File: config.mk
export PLATFORM = sky130hd
export DESIGN_NAME = spi_status_guard
export DESIGN_NICKNAME = d
export VERILOG_FILES = /design/src/rtl/spi_sr_pkg.sv /design/src/rtl/spi_sr_sync.sv /design/src/rtl/spi_sr_frame.sv /design/src/rtl/spi_sr_status.sv /design/src/rtl/spi_status_guard.sv
export SDC_FILE = /design/constraint.sdc
export NUM_CORES = 1
export LEC_CHECK = 0
export ABC_AREA = 0
export BUFFER_PORTS_ARGS = -buffer_cell sky130_fd_sc_hd__buf_4
export CORE_UTILIZATION = 45
export CTS_CLUSTER_SIZE = 20
export DETAILED_ROUTE_END_ITERATION = 8
export PLACE_DENSITY = 0.65
export SLEW_MARGIN = 20
export SYNTH_ARGS = -nofsm -noshare
export SYNTH_HDL_FRONTEND = slang
export SYNTH_SLANG_ARGS = --single-unit
File: constraint.sdc
create_clock -name clk -period 1.95 [get_ports clk]
set_input_delay 0.39 -clock clk [delete_from_list [all_inputs] [get_ports clk]]
set_output_delay 0.39 -clock clk [all_outputs]
set_load 0.01 [all_outputs]
File: src/rtl/spi_sr_pkg.sv
package spi_sr_pkg;

  localparam logic [7:0] CMD_WR_ENABLE = 8'h06;
  localparam logic [7:0] CMD_RD_STATUS = 8'h05;
  localparam logic [7:0] CMD_WR_STATUS = 8'h01;

  localparam int unsigned SR_LOCK = 7;
  localparam int unsigned SR_BPH  = 3;
  localparam int unsigned SR_BPL  = 2;
  localparam int unsigned SR_WEL  = 1;
  localparam int unsigned SR_BUSY = 0;

  typedef enum logic [2:0] {
    PH_CMD,
    PH_WE_END,
    PH_READ,
    PH_WR_DATA,
    PH_WR_END,
    PH_DISCARD
  } frame_phase_e;

endpackage

File: src/rtl/spi_sr_sync.sv
module spi_sr_sync #(
  parameter int unsigned STAGES = 2
) (
  input  logic clk,
  input  logic rst_n,
  input  logic cs_n_in,
  input  logic sck_in,
  input  logic mosi_in,
  output logic cs_low,
  output logic cs_rise,
  output logic sck_rise,
  output logic sck_fall,
  output logic mosi_s
);
  localparam int unsigned LAST = STAGES - 1;

  logic [LAST:0] cs_pipe, sck_pipe, mosi_pipe;
  logic          cs_prev, sck_prev;

  genvar g;
  generate
    for (g = 0; g < STAGES; g++) begin : g_stage
      if (g == 0) begin : g_first
        always_ff @(posedge clk or negedge rst_n) begin
          if (!rst_n) begin
            cs_pipe[0]   <= 1'b1;
            sck_pipe[0]  <= 1'b0;
            mosi_pipe[0] <= 1'b0;
          end else begin
            cs_pipe[0]   <= cs_n_in;
            sck_pipe[0]  <= sck_in;
            mosi_pipe[0] <= mosi_in;
          end
        end
      end else begin : g_next
        always_ff @(posedge clk or negedge rst_n) begin
          if (!rst_n) begin
            cs_pipe[g]   <= 1'b1;
            sck_pipe[g]  <= 1'b0;
            mosi_pipe[g] <= 1'b0;
          end else begin
            cs_pipe[g]   <= cs_pipe[g-1];
            sck_pipe[g]  <= sck_pipe[g-1];
            mosi_pipe[g] <= mosi_pipe[g-1];
          end
        end
      end
    end
  endgenerate

  always_ff @(posedge clk or negedge rst_n) begin
    if (!rst_n) begin
      cs_prev  <= 1'b1;
      sck_prev <= 1'b0;
    end else begin
      cs_prev  <= cs_pipe[LAST];
      sck_prev <= sck_pipe[LAST];
    end
  end

  assign cs_low   = !cs_pipe[LAST];
  assign cs_rise  = cs_pipe[LAST] && !cs_prev;
  assign sck_rise = sck_pipe[LAST] && !sck_prev && cs_low;
  assign sck_fall = !sck_pipe[LAST] && sck_prev && cs_low;
  assign mosi_s   = mosi_pipe[LAST];
endmodule

File: src/rtl/spi_sr_frame.sv
module spi_sr_frame
  import spi_sr_pkg::*;
(
  input  logic       clk,
  input  logic       rst_n,
  input  logic       cs_low,
  input  logic       cs_rise,
  input  logic       sck_rise,
  input  logic       sck_fall,
  input  logic       mosi_s,
  input  logic [7:0] status_byte,
  output logic       we_req,
  output logic       wr_req,
  output logic [2:0] wr_fields,
  output logic       miso,
  output logic       miso_oe
);
  frame_phase_e phase;
  logic [2:0]   bit_cnt;
  logic [7:0]   in_sh;
  logic [7:0]   next_byte;
  logic         byte_done;
  logic [2:0]   out_cnt;
  logic [7:0]   out_sh;

  assign next_byte = {in_sh[6:0], mosi_s};
  assign byte_done = sck_rise && (bit_cnt == 3'd7);

  always_ff @(posedge clk or negedge rst_n) begin
    if (!rst_n) begin
      phase     <= PH_CMD;
      bit_cnt   <= '0;
      in_sh     <= '0;
      wr_fields <= '0;
    end else if (!cs_low) begin
      phase   <= PH_CMD;
      bit_cnt <= '0;
    end else if (sck_rise) begin
      bit_cnt <= bit_cnt + 3'd1;
      in_sh   <= next_byte;
      unique case (phase)
        PH_CMD: begin
          if (byte_done) begin
            if (next_byte == CMD_WR_ENABLE)      phase <= PH_WE_END;
            else if (next_byte == CMD_RD_STATUS) phase <= PH_READ;
            else if (next_byte == CMD_WR_STATUS) phase <= PH_WR_DATA;
            else                                 phase <= PH_DISCARD;
          end
        end
        PH_WR_DATA: begin
          if (byte_done) begin
            wr_fields <= {next_byte[SR_LOCK], next_byte[SR_BPH], next_byte[SR_BPL]};
            phase     <= PH_WR_END;
          end
        end
        PH_WE_END, PH_WR_END: phase <= PH_DISCARD;
        default: phase <= phase;
      endcase
    end
  end

  assign we_req = cs_rise && (phase == PH_WE_END);
  assign wr_req = cs_rise && (phase == PH_WR_END);

  always_ff @(posedge clk or negedge rst_n) begin
    if (!rst_n) begin
      miso    <= 1'b0;
      miso_oe <= 1'b0;
      out_cnt <= '0;
      out_sh  <= '0;
    end else if (!cs_low) begin
      miso    <= 1'b0;
      miso_oe <= 1'b0;
      out_cnt <= '0;
    end else if (sck_fall && phase == PH_READ) begin
      miso_oe <= 1'b1;
      out_cnt <= out_cnt + 3'd1;
      if (out_cnt == 3'd0) begin
        miso   <= status_byte[7];
        out_sh <= {status_byte[6:0], 1'b0};
      end else begin
        miso   <= out_sh[7];
        out_sh <= {out_sh[6:0], 1'b0};
      end
    end
  end
endmodule

File: src/rtl/spi_sr_status.sv
module spi_sr_status
  import spi_sr_pkg::*;
#(
  parameter int unsigned WRITE_CYCLES = 200
) (
  input  logic       clk,
  input  logic       rst_n,
  input  logic       we_req,
  input  logic       wr_req,
  input  logic [2:0] wr_fields,
  input  logic       wp_n,
  output logic [7:0] status_byte
);
  localparam int unsigned CW = $clog2(WRITE_CYCLES + 1);
  localparam logic [CW-1:0] CYC_LOAD = CW'(WRITE_CYCLES);

  logic          lock_bit;
  logic [1:0]    bp;
  logic          wel;
  logic [CW-1:0] busy_cnt;
  logic          busy;
  logic          hw_locked;
  logic          commit;

  assign busy      = (busy_cnt != '0);
  assign hw_locked = lock_bit && !wp_n;
  assign commit    = wr_req && wel && !busy && !hw_locked;

  always_ff @(posedge clk or negedge rst_n) begin
    if (!rst_n) begin
      lock_bit <= 1'b0;
      bp       <= 2'b00;
      wel      <= 1'b0;
      busy_cnt <= '0;
    end else begin
      if (commit) begin
        lock_bit <= wr_fields[2];
        bp       <= wr_fields[1:0];
        wel      <= 1'b0;
        busy_cnt <= CYC_LOAD;
      end else begin
        if (we_req && !busy) wel <= 1'b1;
        if (busy) busy_cnt <= busy_cnt - 1'b1;
      end
    end
  end

  always_comb begin
    status_byte          = '0;
    status_byte[SR_LOCK] = lock_bit;
    status_byte[SR_BPH]  = bp[1];
    status_byte[SR_BPL]  = bp[0];
    status_byte[SR_WEL]  = wel;
    status_byte[SR_BUSY] = busy;
  end
endmodule

File: src/rtl/spi_status_guard.sv
module spi_status_guard
  import spi_sr_pkg::*;
#(
  parameter int unsigned WRITE_CYCLES = 200,
  parameter int unsigned SYNC_STAGES  = 2
) (
  input  logic clk,
  input  logic rst_n,
  input  logic spi_cs_n,
  input  logic spi_sck,
  input  logic spi_mosi,
  input  logic wp_n,
  output logic spi_miso,
  output logic spi_miso_oe
);
  logic       cs_low, cs_rise, sck_rise, sck_fall, mosi_s;
  logic       we_req, wr_req;
  logic [2:0] wr_fields;
  logic [7:0] status_byte;
  logic       wel, wip, srwd;
  logic [1:0] bp;

  spi_sr_sync #(.STAGES(SYNC_STAGES)) u_sync (
    .clk(clk), .rst_n(rst_n),
    .cs_n_in(spi_cs_n), .sck_in(spi_sck), .mosi_in(spi_mosi),
    .cs_low(cs_low), .cs_rise(cs_rise),
    .sck_rise(sck_rise), .sck_fall(sck_fall), .mosi_s(mosi_s)
  );

  spi_sr_frame u_frame (
    .clk(clk), .rst_n(rst_n),
    .cs_low(cs_low), .cs_rise(cs_rise),
    .sck_rise(sck_rise), .sck_fall(sck_fall), .mosi_s(mosi_s),
    .status_byte(status_byte),
    .we_req(we_req), .wr_req(wr_req), .wr_fields(wr_fields),
    .miso(spi_miso), .miso_oe(spi_miso_oe)
  );

  spi_sr_status #(.WRITE_CYCLES(WRITE_CYCLES)) u_status (
    .clk(clk), .rst_n(rst_n),
    .we_req(we_req), .wr_req(wr_req), .wr_fields(wr_fields),
    .wp_n(wp_n),
    .status_byte(status_byte)
  );

  assign wel  = status_byte[SR_WEL];
  assign wip  = status_byte[SR_BUSY];
  assign srwd = status_byte[SR_LOCK];
  assign bp   = {status_byte[SR_BPH], status_byte[SR_BPL]};
endmodule

======== After elaboration in Yosys (flattened, before gate mapping) ========
Index checks and enable logic that the tools add are counted.
word-level totals
  input bits .............................. 6
  logic and storage cells ................. 90
  bits in registers ....................... 49
operators by class
  reduce and logical (&&, ||, !) cells .... 34
  equal/unequal tests ..................... 10
  multiplexer cells ....................... 22
  add/sub/neg operators ................... 3
  bitwise operators ....................... 1
operator list
  kind                 number
  $mux 3               11
  $mux 8               3
  $eq 8x3->1 const B   2
  $logic_and 1x1->1    14
  $pmux 3 s3           1
  $eq 8x1->1 const B   1
  $reduce_and 4->1     2
  $reduce_bool 2->1    4
  $reduce_bool 8->1    1
  $sub 8x1->8 const B  1
  $logic_not 1->1      7
  $mux 1               7
  $add 3x1->3 const B  2
  $eq 3x2->1 const B   2
  $eq 3x3->1 const B   2
  $logic_not 3->1      2
  $ne 3x2->1 const B   2
  $reduce_and 2->1     2
  $reduce_bool 4->1    1
  $eq 3x1->1 const B   1
  $reduce_or 2->1      1
  $not 1->1            1

======== Logic depth before layout (Yosys ltp) ========
Gate-level depths: netlist of the first run.
  word-level depth ........................ 8
  depth in mapped cells ................... 6

======== Cells and area by module ========
From an unflattened synthesis of the first run, not the netlist that was laid out.
unflattened totals
  cell total of the unflattened synthesis .. 200
  area, all modules ....................... 2,242.2 um2
modules (own cells, without submodules)
  module         area an instance (um2)  instances  cells an instance  seq. area each (um2)
  spi_sr_frame   1,377.6                 1          128                700.7
  spi_sr_status  635.6                   1          60                 300.3
  spi_sr_sync    229.0                   1          12                 203.9

======== Worst setup path before layout of the first run ========
Ideal clock, no wire load.
  path kind ............................... flip-flop to flip-flop
  start ................................... register u_status.busy_cnt[0]
  end ..................................... register u_status.bp[0]
  path slack .............................. 0.281 ns
  arrival time ............................ 1.544 ns
  path buffers ............................ 0
  cell stages (with the launch flop) ...... 7
  path through ............................ dfrtp_1 -> inv_1 -> ha_1 -> nor3b_1 -> nand2_1 -> nor3_4 -> mux2_2
on the way
  word-level cells in the longest chain between the ends .. 4
ends and longest elaborated chain
  element                          RTL line             RTL
  from (decl)                      spi_sr_status.sv:20  logic [CW-1:0] busy_cnt;
  from (signal assigned)           spi_sr_status.sv:43  if (busy) busy_cnt <= busy_cnt - 1'b1;
  $reduce_bool 8->1                spi_sr_status.sv:25  assign busy = (busy_cnt != '0);
  $logic_not 1->1                  spi_sr_status.sv:27  assign commit = wr_req && wel && !busy && !hw_locked;
  $logic_and 1x1->1 (2 in series)  spi_sr_status.sv:27
  to (signal assigned)             spi_sr_status.sv:38  bp <= wr_fields[1:0];
  to (decl)                        spi_sr_status.sv:18  logic [1:0] bp;
No other way between the ends.
A chain may end at the register's enable or synchronous reset.

======== Worst setup path in the final report of the first run ========
  start ................................... register u_status.busy_cnt[1]
  end ..................................... register u_status.lock_bit
on the way
  word-level cells in the longest chain between the ends .. 4
ends and longest elaborated chain
  element                          RTL line             RTL
  $reduce_bool 8->1                spi_sr_status.sv:25
  $logic_not 1->1                  spi_sr_status.sv:27
  $logic_and 1x1->1 (2 in series)  spi_sr_status.sv:27
  to (signal assigned)             spi_sr_status.sv:37  lock_bit <= wr_fields[2];
  to (decl)                        spi_sr_status.sv:17  logic lock_bit;
No other way between the ends.

==> flow_metrics.tcl, run 1 <==
set metrics [dict create \
    status "finished, final reports clean" \
    power_leakage_nw 1.04 \
    cts_made_buffers 5 \
    syn-cell-area_mm2 0.00215 \
    critPathKind "flop to flop" \
    first_iter_violations 55 \
    yosysTopAreaCell "dfrtp_1" \
    cts_tree "yes" \
    num-nets-final 207 \
    required_ns 2.14 \
    hold_violations 0 \
    syn_area_per_cell_um2 11.6 \
    maxCapViolations 0 \
    dr.pass1.iters 6 \
    synth-edff-count 0 \
    worst_slack_ns 0.119 \
    overflow 0 \
    seq_area_mm2 0.00120 \
    place_congestion 0.862 \
    grt_max_degree 49 \
    wl_per_cell_um 14.3 \
    clkLatencyLatePin_ns 0.31 \
    r2r_slack_ns 0.12 \
    track_usage 0.164 \
    io_pins 8 \
    grt_pass1_wl_um 6350 \
    viasPerCell 5.49 \
    yosysWarnings 0 \
    synth_seq_cells 48 \
    io_buffers 7 \
    vdd_drop_max_uv 521 \
    drc 0 \
    powerDensity_mw_per_mm2 835 \
    hold_class "input port to asynchronous set/reset pin" \
    rsz0062_at_grt "no" \
    finalClockSkew_ns 0.0117 \
    path_clk_slew_ns 0.09 \
    ys_seq_area_frac 0.560 \
    coreArea_mm2 0.00447 \
    dp_hpwl_um 2530 \
    start_util 0.481 \
    async_flop_share 1.00 \
    crit_path_end_kind "flop" \
    ys_top_cells_by_area "dfrtp_1 52%, mux2_2 7.3%, dfstp_2 3.7%" \
    startpoint_type "flop" \
    synth_ff_type "dfrtp_1" \
    preCtsSetupSlack_ns 0.162 \
    num-fill-cells 394 \
    vias 1366 \
    setup_viol_count_final 0 \
    min_period_ns 1.83 \
    routed_wl_um 3570 \
    syn_inst 185 \
    arrival_ns 2.02 \
    htreeDepth 2 \
    root_buffer "clkbuf_8" \
    post-route-period-util 0.939 \
    slew_headroom 0.617 \
    syn-num-nets 196 \
    grt_pass1_vias 1443 \
    cts_sinks 48 \
    timing.fmax_mhz 546 \
    antenna_found_initial 0 \
    cts_hold_buf 0 \
    multi_input_area_um2 896 \
    n_antenna_cell 0 \
    tns_ns 0 \
    die_x_um 71.1 \
    clockBufferDepth 2 \
    yosys.area.top_type_share 0.524 \
    syn_to_final_growth_pct 9.89 \
    row_count 24 \
    ctsResizeCount 0 \
    cp_max_fo 4 \
    reg2reg_depth 6 \
    drt.antenna.violating_nets 0 \
    synth_cell_types 43 \
    drv_slew 0 \
    drive_above_1_share 0.228 \
    die_area_mm2 0.00506 \
    worst_pin_slew_ns 0.575 \
    post_cts_buffers 0 \
    die_y_um 71.1 \
]
==> per-stage QoR <==
| stage | instances | hold slack, ns | power [mW] | area [um^2] | util |
|---|---|---|---|---|---|
| floorplan | 185 | 0.0944 | 1.31 | 2150 | - |
| global route | 249 | 0.128 | 2.08 | 2360 | 0.528 |
| finish | 249 | 0.0812 | 1.97 | 2360 | 0.528 |
| detailed placement | 241 | 0.341 | 1.38 | 2270 | 0.507 |
| CTS | 249 | 0.101 | 2.01 | 2360 | 0.528 |
| global placement | 241 | 0.340 | 1.37 | 2270 | 0.507 |
==> cells in the final DEF, fill, tap and decap left out, drive strengths merged, types with 3 or more instances in the layout <==
| cell type | n |
|---|---|
| dfrtp | 45 |
| nand2 | 19 |
| mux2 | 14 |
| o21ai | 13 |
| buf | 10 |
| nor2 | 9 |
| inv | 8 |
| nand2b | 6 |
| clkbuf | 6 |
| a21oi | 5 |
| mux2i | 5 |
| nand3b | 5 |
| ha | 5 |
| nand3 | 4 |
| nor2b | 4 |
| xnor2 | 3 |
| dfstp | 3 |
| nor3 | 3 |
| or3 | 3 |
| nor4 | 3 |
==> final timing paths <==
check	startpoint	to
max	u_status.busy_cnt[1]$_DFFE_PN0P_	u_status.lock_bit$_DFFE_PN0P_
max in group asynchronous	rst_n	u_frame.in_sh[2]$_DFFE_PN0P_
min	rst_n	u_frame.out_sh[3]$_DFFE_PN0P_
min in group clk	spi_mosi	u_sync.mosi_pipe[0]$_DFF_PN0_
min reg2reg	u_sync.sck_pipe[0]$_DFF_PN0_	u_sync.sck_pipe[1]$_DFF_PN0_
max reg2reg	u_status.busy_cnt[1]$_DFFE_PN0P_	u_status.lock_bit$_DFFE_PN0P_
==> sequential cells by signal, summed over array words and instances, names as in the netlist <==
register	count
u_frame.miso_oe	1
u_sync.cs_prev	1
u_status.lock_bit	1
u_frame.phase	3
u_sync.cs_pipe	2
u_status.wel	1
u_sync.mosi_s	1
u_status.busy_cnt	8
u_frame.in_sh	7
u_frame.bit_cnt	3
u_frame.wr_fields	3
u_frame.miso	1
u_sync.sck_prev	1
u_frame.out_sh	7
u_sync.mosi_pipe	1
u_status.bp	2
u_frame.out_cnt	3
u_sync.sck_pipe	2
==> cells by family after synthesis <==
logic type	share of synthesized area
DFF	0.560
muxes	0.0966
buffers and inverters	0.0233
and+or+nand+nor	0.179
AOI/OAI and AO/OA	0.0867
adders and majority gates	0.0337
xor gates and xnor gates	0.0204
==> Yosys cell counts (2+ instances only) <==
| library cell | number |
|---|---|
| ha_1 | 5 |
| xnor2_1 | 3 |
| and4bb_2 | 2 |
| or3_1 | 2 |
| dfrtp_1 | 45 |
| inv_1 | 7 |
| nor2_1 | 8 |
| mux2i_1 | 5 |
| nor3_4 | 2 |
| o21ai_0 | 13 |
| xor2_1 | 2 |
| clkbuf_1 | 4 |
| nand3_1 | 4 |
| o211ai_1 | 2 |
| nand2b_1 | 6 |
| mux2_2 | 14 |
| nor3b_1 | 2 |
| a31oi_1 | 2 |
| nor4_1 | 2 |
| nand3b_1 | 5 |
| dfstp_2 | 3 |
| nor2b_1 | 4 |
| nand2_1 | 19 |
| a21oi_1 | 5 |
==> power breakdown <==
part	internal, mW	leakage [nW]	switching [mW]	total (mW)
Clock	0.290	0.0516	0.325	0.615
Combinational	0.106	0.386	0.0932	0.199
Sequential	1.09	0.607	0.0749	1.16
Total	1.48	1.04	0.493	1.97
==> worst max-delay path: stages, from the launching register on <==
cell,delay (ns)
dfrtp_1,0.40
inv_1,0.07
ha_1,0.18
nor3b_1,0.28
nand2_1,0.16
nor3_4,0.27
mux2_2,0.37
==> routing by layer <==
metal / vias up / track usage / wire length [um]
met3: 5 / 0.0470 / 82
li1: 671 / - / -
met2: 11 / 0.275 / 1690
met1: 679 / 0.204 / 1740
met4: 0 / 0.0600 / 60
met5: - / 0 / 0
==> layout make-up <==
class                           instances  share of cell area
Clock buffer                            6              0.0349
Tap cell                               52              0.0275
Multi-Input combinational cell        124               0.379
Clock inverter                          2             0.00582
Timing Repair Buffer                   10              0.0318
Sequential cell                        48               0.510
Inverter                                7              0.0111
No activity file was read; power rests on OpenSTA's default activity.
==> inputs of run 2 (changes only) <==
--- a/config.mk
+++ b/config.mk
@@ -10,8 +10,9 @@
 export CORE_UTILIZATION = 45
 export CTS_CLUSTER_SIZE = 20
 export DETAILED_ROUTE_END_ITERATION = 8
-export PLACE_DENSITY = 0.65
+export PLACE_DENSITY_LB_ADDON = 0.12
 export SLEW_MARGIN = 20
 export SYNTH_ARGS = -nofsm -noshare
 export SYNTH_HDL_FRONTEND = slang
+export SYNTH_HIERARCHICAL = 1
 export SYNTH_SLANG_ARGS = --single-unit
==> run 2 against run 1 <==
Net effect:
- sequential power hardly changed
- via count up 4.8%
- critical endpoint is now u_status/bp[1]$_DFFE_PN0P_
- register-to-register slack barely moved
- first-iteration DRC count up 91%
- clock power down 12%
- cell area increased by 3.5%
- largest cell class unchanged
- final cell count grew 11%
==> flow_metrics.tcl, run 2 <==
set metrics [dict create \
    status "finished, final reports clean" \
    cts_hold_buf 0 \
    arrival_ns 2.02 \
    wl_per_cell_um 13.1 \
    yosysTopAreaCell "dfrtp_1" \
    worst_pin_slew_ns 0.578 \
    io_pins 8 \
    hold_violations 0 \
    synth-compound-area-share 0.0820 \
    setup_viol_count_final 0 \
    cts_made_buffers 5 \
    slew_headroom 0.615 \
    maxCapViolations 0 \
    rsz0062_at_grt "no" \
    die_x_um 72.6 \
    drive_above_1_share 0.219 \
    startpoint_type "flop" \
    syn-cell-area_mm2 0.00224 \
    dr.pass1.iters 4 \
    syn_to_final_growth_pct 9.10 \
    drt.antenna.violating_nets 0 \
    ys_top_cells_by_area "dfrtp_1 50%, mux2_2 7.5%, mux2i_1 4.0%" \
    path_clk_slew_ns 0.09 \
    overflow 0 \
    htreeDepth 2 \
    num-nets-final 221 \
    required_ns 2.13 \
    viasPerCell 5.17 \
    synth_cell_types 42 \
    first_iter_violations 105 \
    final_area_mm2 0.00245 \
    ys_seq_area_frac 0.537 \
    synth-edff-count 0 \
    synth_xor_area_frac 0.0117 \
    drv_slew 0 \
    clockBufferDepth 2 \
    vias 1432 \
    timing.fmax_mhz 543 \
    routed_wl_um 3620 \
    holdWs_ns 0.0963 \
    root_buffer "clkbuf_8" \
    syn_inst 200 \
    grt_max_degree 49 \
    post-route-period-util 0.945 \
    num-fill-cells 438 \
    cts_sinks 48 \
    synth_seq_cells 48 \
    grt_pass1_vias 1361 \
    n_antenna_cell 0 \
    synthAdderAreaFrac 0.0324 \
    place_congestion 0.834 \
    syn_area_per_cell_um2 11.2 \
    multi_input_area_um2 941 \
    vdd_drop_max_uv 447 \
    synth_ff_type "dfrtp_1" \
    cp_max_fo 6 \
    die_area_mm2 0.00527 \
    largest_register_ffs 8 \
    yosys.area.top_type_share 0.502 \
    place_area_mm2 0.00235 \
    drc 0 \
    io_buffers 7 \
    final_common_cell "dfrtp_1" \
    finalClockSkew_ns 0.0150 \
    yosysWarnings 6 \
    clkLatencyLatePin_ns 0.29 \
    coreArea_mm2 0.00475 \
    cts_tree "yes" \
    tns_ns 0 \
    track_usage 0.159 \
    largest_registers "u_status/busy_cnt: 8 flops, u_frame/in_sh: 7 flops, u_frame/out_sh: 7 flops" \
    top_register "u_status/busy_cnt" \
    muxShareOfSynthArea 0.121 \
    row_count 25 \
    synth_most_common_cell "dfrtp_1" \
    seq_area_mm2 0.00120 \
    powerDensity_mw_per_mm2 774 \
    synthTopCellsByCount "45 x dfrtp_1, 18 x nor2_1, 17 x nand2_1" \
    die_y_um 72.6 \
    antenna_found_initial 0 \
    yosys.area_share.simple 0.161 \
    layout_common_cells "45 x dfrtp_1, 18 x nor2_1, 17 x nand2_1, 15 x mux2_2, 13 x buf_4" \
    synth_top_family_by_area "simple AND/OR/NAND/NOR gates" \
    min_period_ns 1.84 \
    start_util 0.472 \
    crit_path_end_kind "flop" \
    async_flop_share 1.00 \
    hold_class "input port to asynchronous set/reset pin" \
    power_leakage_nw 1.13 \
    dp_hpwl_um 2550 \
    critPathKind "flop to flop" \
    grt_pass1_wl_um 6360 \
]
## run 2: cells by family (layout without fill, tap and decap cells)
| group | Yosys count | in the layout |
|---|---|---|
| AO/OA/AOI/OAI | 31 | 31 |
| XOR/XNOR | 3 | 3 |
| adder cells (fa/ha/maj) | 6 | 6 |
| buffers and inverters | 23 | 31 |
| flip-flops | 48 | 48 |
| multiplexers | 25 | 25 |
| other | 1 | 3 |
| AND/OR/NAND/NOR | 63 | 63 |
## run 2: repair_timing
item / CTS / global route
endpoints found under the setup margin: 0 / 3
resized for setup: 0 / 2
buffers inserted: 0 / 0
## run 2: power by group
group	switching (mW)	internal, mW
sequential	0.0624	1.07
clock	0.300	0.244
combinational	0.107	0.109
total	0.470	1.42
## run 2: area by class of cell
class,count,share of cell area
clock inverter,1,0.00205
multi-input combinational,131,0.385
clock buffer,6,0.0297
timing repair buffer,13,0.0399
inverter,11,0.0169
sequential,48,0.493
tap,67,0.0343
## run 2: stage by stage
stage | instances | utilization | power, mW | worst slack [ns]
detailed placement | 270 | 0.495 | 1.38 | 0.0692
global placement | 270 | 0.495 | 1.36 | 0.176
global route | 277 | 0.514 | 2.00 | 0.0308
floorplan | 202 | - | 1.31 | 0.137
finish | 277 | 0.514 | 1.89 | 0.107
CTS | 277 | 0.511 | 1.93 | 0.0385
## run 2: path summary, 6_finish.rpt
kind                                             startpoint                             to  slack (ns)  depth (start not counted)
max                        u_status/busy_cnt[6]$_DFFE_PN0P_     u_status/bp[1]$_DFFE_PN0P_        0.11                          5
min                                                   rst_n  u_frame/out_sh[5]$_DFFE_PN0P_         0.1                          1
max reg2reg                u_status/busy_cnt[6]$_DFFE_PN0P_     u_status/bp[1]$_DFFE_PN0P_        0.11                          5
min reg2reg                    u_sync/sck_pipe[0]$_DFF_PN0_   u_sync/sck_pipe[1]$_DFF_PN0_        0.35                          0
max in group asynchronous                             rst_n    u_sync/cs_pipe[1]$_DFF_PN1_        1.46                          1
min in group clk                                   spi_mosi  u_sync/mosi_pipe[0]$_DFF_PN0_        0.21                          1
## run 2: worst max-delay path, stage by stage, from the launching register on
cell and delay (ns):
dfrtp_1 0.45, nor3_1 0.35, nor4b_4 0.28, inv_1 0.12
nor2_4 0.16, mux2_2 0.36
## run 2: per-layer routing
metal,vias to the layer above,track usage,share of wire
met5,-,0,0
met2,36,0.244,0.47
met4,0,0.0588,0.010
met3,4,0.0414,0.048
li1,695,-,-
met1,697,0.217,0.48
